[config.mk]
export PLATFORM = sky130hd
export DESIGN_NAME = arb_addr_unit
export DESIGN_NICKNAME = d
export VERILOG_FILES = /design/src/rtl/arb_addr_pkg.sv /design/src/rtl/arb_qualify.sv /design/src/rtl/arb_req_seq.sv /design/src/rtl/arb_tenure.sv /design/src/rtl/arb_addr_unit.sv
export SDC_FILE = /design/constraint.sdc
export NUM_CORES = 1
export LEC_CHECK = 0
export CORE_AREA = 2 2 39 41
export CTS_CLUSTER_SIZE = 28
export DETAILED_ROUTE_END_ITERATION = 8
export DIE_AREA = 0 0 41 43
export DONT_BUFFER_PORTS = 1
export HOLD_SLACK_MARGIN = 0.15
export PLACE_DENSITY = 0.49
export RECOVER_POWER = 100
export SYNTH_ARGS = -nofsm -noshare
export SYNTH_HDL_FRONTEND = slang
export SYNTH_HIERARCHICAL = 1
export SYNTH_SLANG_ARGS = --single-unit
[constraint.sdc]
create_clock -name clk -period 2 [get_ports clk]
set_input_delay 0.2 -clock clk [delete_from_list [all_inputs] [get_ports clk]]
set_output_delay 0.2 -clock clk [all_outputs]
set_load 0.01 [all_outputs]
[src/rtl/arb_addr_pkg.sv]
package arb_addr_pkg;

    // Snapshot of the bus lines sampled by the qualification logic.
    typedef struct packed {
        logic gnt;
        logic busy;
        logic ts;
        logic aack;
        logic retry;
    } bus_obs_t;

    // Tenure state of this master.
    typedef enum logic [1:0] {
        TEN_IDLE  = 2'd0,
        TEN_START = 2'd1,
        TEN_WAIT  = 2'd2
    } tenure_st_e;

    // A retry forces the request off unless this master pushed a block.
    function automatic logic retry_forces_off(input logic retry, input logic push);
        return retry & ~push;
    endfunction

    // Next value of a saturating up/down occupancy counter.
    function automatic int unsigned occ_next(input int unsigned cur,
                                             input logic inc,
                                             input logic dec);
        int unsigned v;
        v = cur;
        if (inc) v = v + 1;
        if (dec && cur != 0) v = v - 1;
        return v;
    endfunction

endpackage

[src/rtl/arb_qualify.sv]
module arb_qualify
    import arb_addr_pkg::*;
(
    input  logic     clk,
    input  logic     rst,
    input  bus_obs_t obs,
    input  logic     own_open,
    output logic     qual,
    output logic     retry_hist
);

    logic retry_q;
    logic other_open_q;

    // Retry history over one cycle.
    always_ff @(posedge clk) begin
        if (rst) retry_q <= 1'b0;
        else     retry_q <= obs.retry;
    end

    // Tenure of another master, open from its start pulse to acknowledge.
    always_ff @(posedge clk) begin
        if (rst)           other_open_q <= 1'b0;
        else if (obs.ts)   other_open_q <= 1'b1;
        else if (obs.aack) other_open_q <= 1'b0;
    end

    logic addr_busy;
    always_comb begin
        addr_busy = obs.busy | own_open | other_open_q;
        qual      = obs.gnt & ~addr_busy & ~obs.retry & ~retry_q;
    end

    assign retry_hist = retry_q;

endmodule

[src/rtl/arb_req_seq.sv]
module arb_req_seq
    import arb_addr_pkg::*;
(
    input  logic clk,
    input  logic rst,
    input  logic xact_req_i,
    input  logic cancel_i,
    input  logic qual,
    input  logic room,
    input  logic retry_i,
    input  logic push_i,
    output logic start,
    output logic br_q
);

    logic pend_q;
    logic pend_any;
    logic pend_d;
    logic br_d;

    always_comb begin
        pend_any = (pend_q | xact_req_i) & ~cancel_i;
        start    = qual & pend_any & room;
        pend_d   = pend_any & ~start;
        br_d     = pend_d & ~start & ~retry_forces_off(retry_i, push_i);
    end

    always_ff @(posedge clk) begin
        if (rst) begin
            pend_q <= 1'b0;
            br_q   <= 1'b0;
        end else begin
            pend_q <= pend_d;
            br_q   <= br_d;
        end
    end

endmodule

[src/rtl/arb_tenure.sv]
module arb_tenure
    import arb_addr_pkg::*;
#(
    parameter int PIPE_MAX = 2,
    localparam int CW = $clog2(PIPE_MAX + 1)
) (
    input  logic          clk,
    input  logic          rst,
    input  logic          start,
    input  logic          aack_i,
    input  logic          done_i,
    output logic          ts_o,
    output logic          busy_o,
    output logic [CW-1:0] cnt_o,
    output logic          room
);

    tenure_st_e    st_q;
    tenure_st_e    st_d;
    logic [CW-1:0] cnt_q;

    always_comb begin
        st_d = st_q;
        unique case (st_q)
            TEN_IDLE:  if (start) st_d = TEN_START;
            TEN_START: st_d = aack_i ? TEN_IDLE : TEN_WAIT;
            TEN_WAIT:  if (aack_i) st_d = TEN_IDLE;
            default:   st_d = TEN_IDLE;
        endcase
    end

    always_ff @(posedge clk) begin
        if (rst) begin
            st_q  <= TEN_IDLE;
            cnt_q <= '0;
        end else begin
            st_q  <= st_d;
            cnt_q <= CW'(occ_next(int'(cnt_q), start, done_i));
        end
    end

    assign ts_o   = (st_q == TEN_START);
    assign busy_o = (st_q != TEN_IDLE);
    assign cnt_o  = cnt_q;
    assign room   = (int'(cnt_q) < PIPE_MAX);

endmodule

[src/rtl/arb_addr_unit.sv]
module arb_addr_unit
    import arb_addr_pkg::*;
#(
    parameter int PIPE_MAX = 2,
    localparam int CW = $clog2(PIPE_MAX + 1)
) (
    input  logic clk,
    input  logic rst,
    input  logic xact_req_i,
    input  logic cancel_i,
    input  logic snoop_push_i,
    input  logic data_done_i,
    input  logic bus_gnt_i,
    input  logic bus_busy_i,
    input  logic bus_ts_i,
    input  logic bus_aack_i,
    input  logic bus_retry_i,
    output logic bus_req_o,
    output logic bus_busy_o,
    output logic bus_ts_o
);

    bus_obs_t      obs;
    logic          qual;
    logic          retry_hist;
    logic          start;
    logic          room;
    logic [CW-1:0] pipe_cnt;

    assign obs = '{gnt: bus_gnt_i, busy: bus_busy_i, ts: bus_ts_i,
                   aack: bus_aack_i, retry: bus_retry_i};

    arb_qualify u_qual (
        .clk        (clk),
        .rst        (rst),
        .obs        (obs),
        .own_open   (bus_busy_o),
        .qual       (qual),
        .retry_hist (retry_hist)
    );

    arb_req_seq u_req (
        .clk        (clk),
        .rst        (rst),
        .xact_req_i (xact_req_i),
        .cancel_i   (cancel_i),
        .qual       (qual),
        .room       (room),
        .retry_i    (bus_retry_i),
        .push_i     (snoop_push_i),
        .start      (start),
        .br_q       (bus_req_o)
    );

    arb_tenure #(.PIPE_MAX(PIPE_MAX)) u_ten (
        .clk    (clk),
        .rst    (rst),
        .start  (start),
        .aack_i (bus_aack_i),
        .done_i (data_done_i),
        .ts_o   (bus_ts_o),
        .busy_o (bus_busy_o),
        .cnt_o  (pipe_cnt),
        .room   (room)
    );

endmodule

Word level (Yosys, flattened, before mapping)
Cells that the tools add are included.

operators by class
  add/subtract/negate cells = 2
  magnitude comparators = 1
  eq/ne operators = 4
  mux-type cells = 9
  bitwise gates (word level) = 20
  reductions and logical operators = 6

operators with widths
  cell                   count
  $mux W2                6
  $and A1 B1 Y1          10
  $not A1 Y1             7
  $pmux W2 S3            1
  $reduce_bool A2 Y1     3
  $ne A2 B2 Y1 const B   2
  $or A1 B1 Y1           3
  $add A2 B1 Y2 const B  1
  $eq A2 B1 Y1 const B   1
  $eq A2 B2 Y1 const B   1
  $logic_not A2 Y1       1
  $lt A2 B2 Y1 const B   1
  $mux W1                2
  $reduce_and A2 Y1      1
  $sub A2 B1 Y2 const B  1
  $logic_and A1 B1 Y1    1

word-level totals
  register bits after elaboration = 8
  input port bits = 11
  output and inout bits = 3
  word-level logic and storage cells = 48

Longest topological paths before layout
  depth in word-level cells = 13
  mapped depth = 7
  mapped depth without buffers = 7

Cells and area by module
The synthesis kept the hierarchy.

by module, submodules not included
  module       instances  cells each  area each (um2)  seq. area each (um2)
  arb_tenure   1          24          227.7            80.1
  arb_req_seq  1          9           95.1             40.0
  arb_qualify  1          8           81.3             40.0

Worst setup path after synthesis
OpenSTA, ideal clock, no wires.

  path kind = flip-flop to flip-flop
  start = reg u_qual.retry_q, in the netlist u_qual/retry_hist
  end = reg u_ten.cnt_q[1], in the netlist u_ten/cnt_o[1]
  library setup time = 0.130 ns
  data arrival time = 1.712 ns
  required time = 1.870 ns
  setup slack = 0.158 ns
  stages on the path, launching flop included = 8
  path buffers = 0
  period minus slack after synthesis = 1.842 ns
  cells stage by stage = dfxtp_1 -> or4b_1 -> nor3_2 -> nand2_1 -> nor3_1 -> nor3_1 -> mux2i_1 -> o311ai_1

between the ends
  cells in the longest elaborated chain, start to end = 8

ends and longest elaborated chain
  what                          RTL line             source
  start, declared               arb_qualify.sv:12    logic retry_q;
  start signal, assigned        arb_qualify.sv:18    else retry_q <= obs.retry;
  $not A1 Y1 *                  arb_qualify.sv:31    qual = obs.gnt & ~addr_busy & ~obs.retry & ~retry_q;
  $and A1 B1 Y1 *               arb_qualify.sv:31
  named net qual                arb_addr_unit.sv:24  logic qual;
  $and A1 B1 Y1 * (2 in a row)  arb_req_seq.sv:23    start = qual & pend_any & room;
  named net start               arb_addr_unit.sv:26  logic start;
  $mux W2 *                     arb_addr_pkg.sv:30   if (inc) v = v + 1;
  $mux W2 *                     arb_tenure.sv:33     if (rst) begin
  $sub A2 B1 Y2                 arb_addr_pkg.sv:31   if (dec && cur != 0) v = v - 1;
  $mux W2 *                     arb_addr_pkg.sv:31
  end signal, assigned          arb_tenure.sv:38     cnt_q <= CW'(occ_next(int'(cnt_q), start, done_i));
  end, declared                 arb_tenure.sv:20     logic [CW-1:0] cnt_q;

The timed path passes the listed nets; every way through them passes the cells marked *. The select of a mux whose other input is x is not followed.
A chain may end at the register's enable or synchronous reset.

Worst setup path in the final report
  start = reg u_qual.retry_q, in the netlist u_qual/retry_hist
  end = reg u_req.br_q

between the ends
  cells in the longest elaborated chain, start to end = 8

ends and longest elaborated chain
  what                          RTL line                              source
  $not A1 Y1 *                  arb_qualify.sv:31
  $and A1 B1 Y1 *               arb_qualify.sv:31
  named net qual                arb_addr_unit.sv:24
  $and A1 B1 Y1 * (2 in a row)  arb_req_seq.sv:23
  $not A1 Y1 *                  arb_req_seq.sv:24, arb_req_seq.sv:25
  $and A1 B1 Y1                 arb_req_seq.sv:24                     pend_d = pend_any & ~start;
  $and A1 B1 Y1 * (2 in a row)  arb_req_seq.sv:25                     br_d = pend_d & ~start & ~retry_forces_off(retry_i, push_i);
  end signal, assigned          arb_req_seq.sv:34                     br_q <= br_d;
  end, declared                 arb_req_seq.sv:13                     output logic br_q

The timed path passes the listed nets; every way through them passes the cells marked *.

==> key figures <==
Setup path
  – Crit start category: flop
  – Crit end category: flop
  – Arr. time, crit path: 1.99 ns
  – Crit path kind: flop to flop
  – Reg2reg start: u_qual/retry_hist
  – CP max FO: 2
  – Worst setup startpoint: u_qual/retry_hist
  – Worst EP required: around 2.1 ns

Power and ir drop
  – Combinational cell fraction of total power: 25.6%
  – PD cells: 797.9 mW/mm^2
  – Pwr Total: 418.3 uW
  – Peak supply drop: 0.4017 mV
  – Net Sw Frac: 27.02%
  – Pint: 305.3 uW
  – Pleak: 0.0001856 uW
  – Clock network power share: 29.6%
  – Reg power frac: between 40 and 50%
  – Switch Pwr: 113.0 uW

Clock network
  – H-tree Lvls: 1
  – Max clock buf depth: 2
  – CTS Root Buffer Type: clkbuf_4
  – Gates resized, CTS repair: 0
  – CTS sink count: 8
  – CTS tree: yes
  – Clock buffer count from CTS: 3
  – Clock latency on the worst-skew pair: 0.25 ns
  – Worst-path clk slew: 0.06 ns

Job
  – Max cap viols: 0

Cells and area
  – Ant. Diodes: 0
  – Final #Nets: 66
  – P&R area growth vs syn: 29.72%
  – Core Util, Final: a little under two fifths
  – Layout cell share with drive strength beyond 1: 17.31%

STA
  – Final setup skew: 0.007385 ns
  – Final period utilization: ~93%
  – Fmax: 540.0 MHz
  – Post-Route Setup TNS: 0 ns
  – Final hold vios: 0
  – RSZ-0062 raised after global routing: no
  – Slew margin rel.: 78.18%
  – Fin. max-slew vios: 0
  – Tightest Pin Transition: 0.3272 ns
  – Final Setup Violations: 0
  – Min cycle time layout: 1.852 ns

Routing
  – Wirelength per Cell: 11.97 um
  – Post-route DRC: 0
  – Routed vias/inst: 4.779
  – Routed WL: just over 800 um
  – Antenna Violating Nets Remaining: 0
  – Vias: approximately 330
  – TritonRoute pass-1 iters: 2
  – Drt initial violations: 4

Min path
  – HP Class: primary input to flop
  – Worst Min Path Start: rst

Yosys
  – Count of cell types in the netlist: 21
  – Synth Area per Inst: 9.857 sq um
  – Synth Net Count: 53
  – #FFs+latches synth: 8
  – Cell area after synthesis: around 400 sq um
  – Ys Warns: 6
  – Synth Instances: 41
  – Sequential fraction of the synthesis area: between 30% and 40%

GRT
  – Vias in the first global route: 336
  – GRT overflow: 0
  – Initial antenna violation count: 0
  – Largest net degree at the start of global routing: 8
  – Total GRT Usage: between 10% and 20%
  – First-pass GRT wire length: 1386 um

Floorplanning
  – Core area: 0.001384 sq mm
  – Site Rows: 14
  – Die X: between 40 and 50 um
  – Die Y: 43 um
  – Top Ports: 14
  – Die ar.: 0.001763 sq mm
  – Starting Density: 29.20%

Place
  – RePlAce Congestion: 0.7159
  – Dpl hpwl: 586.6 um
  – PortBufs: 0

Run status
  – Run status: finished, final reports clean
## state kept, by name (all words and copies together), names as in the netlist
name	cells
u_qual/other_open_q	1
u_ten/cnt_o	2
u_req/pend_q	1
u_ten/st_q	2
u_qual/retry_hist	1
u_req/br_q	1
## layer usage
metal,vias up,global-route usage [%],part of all wire [%]
met2,8,16.56,47
li1,167,-,-
met1,148,13.77,44
met3,2,5.759,7.0
met4,0,10.00,1.5
met5,-,0,0
## cells by family after synthesis
kind of cell | synth area share, %
and+or+nand+nor | 39.94
DFF | 39.63
AOI/OAI and AO/OA | 5.572
xor gates and xnor gates | 6.503
buffers and inverters | 2.786
muxes | 2.477
adders and majority gates | 3.095
## worst max-delay path, stage by stage, from the launching register on
cell           delay [ns]
dfxtp_1              0.29
or4b_1               0.48
nor3_2               0.17
a21oi_2              0.08
nor4b_2              0.16
dlygate4sd3_1        0.55
## per-stage QoR
stage / setup slack, ns / cell area [sq um] / cells / hold slack, ns
global route: 0.05576 / 524.3 / 68 / 0.1940
global placement: 0.2684 / 431.7 / 58 / 0.2711
floorplan: 0.1582 / 404.1 / 41 / 0.2691
detailed placement: 0.2251 / 431.7 / 58 / 0.2723
finish: 0.1483 / 524.3 / 68 / 0.1941
CTS: 0.1425 / 524.3 / 68 / 0.1793
## synthesized netlist by cell type
cell / count / area [sq um]
inv_1: 3 / 11.26
nor3_1: 3 / 15.01
nor3b_2: 2 / 25.02
o311ai_1: 1 / 8.760
nor4b_2: 1 / 15.01
nand4b_1: 1 / 8.760
xnor2_1: 3 / 26.28
nand3b_1: 1 / 7.510
nand2_1: 1 / 3.750
nor3_2: 1 / 10.01
or2_1: 1 / 6.260
a21oi_1: 1 / 5.000
nor3b_1: 2 / 15.01
nor2b_1: 3 / 18.77
nand2b_1: 3 / 18.77
dfxtp_1: 8 / 160.2
mux2i_1: 1 / 10.01
ha_1: 1 / 12.51
or4b_1: 1 / 10.01
nor2_1: 2 / 7.510
a21oi_2: 1 / 8.760
## final timing paths
kind	slack (ns)	depth (start not counted)	to
worst max-delay path	0.15	5	u_req/br_q
worst min-delay path	0.19	2	u_ten/cnt_o[1]
worst max register to register	0.15	5	u_req/br_q
worst min register to register	0.54	2	u_ten/st_q[1]
## placed cells by master, fill, tap and decap left out
cell type      instances
o311ai_1               1
nand3b_1               1
a21oi_1                1
nor2_1                 2
nor3_2                 1
a21oi_2                1
nand4b_1               1
nand2_1                1
xnor2_1                3
nor3b_1                2
nor3_1                 3
or2_0                  1
dlygate4sd3_1          7
clkbuf_4               3
nor2b_1                3
nor3b_2                2
buf_4                  1
or4b_1                 1
dfxtp_1                8
nand2b_1               3
ha_1                   1
inv_1                  3
mux2i_1                1
nor4b_2                1
## power by group through the flow
| stage | sequential [uW] | combinational, uW | clock [uW] |
|---|---|---|---|
| after floorplan | 189 | 81.4 | 0 |
| after global placement | 190 | 88.2 | 0 |
| after detailed placement | 191 | 93.6 | 0 |
| after CTS | 188 | 108 | 131 |
| after global routing | 190 | 120 | 139 |
| final | 188 | 107 | 124 |
## final cells by class
class	count	area, sq um
fillers	139	859.6
multi-input cells	30	232.7
flip-flops and latches	8	160.2
repair buffers	8	77.57
clock buffers	3	22.52
well taps	16	20.02
inverters	3	11.26
## repair_timing
action | 4_1_cts | 5_1_grt
hold endpoints to repair | 8 | 0
hold buffers | 7 | 0
buffers inserted | 0 | 0
Power figures use the tool's default switching activity.
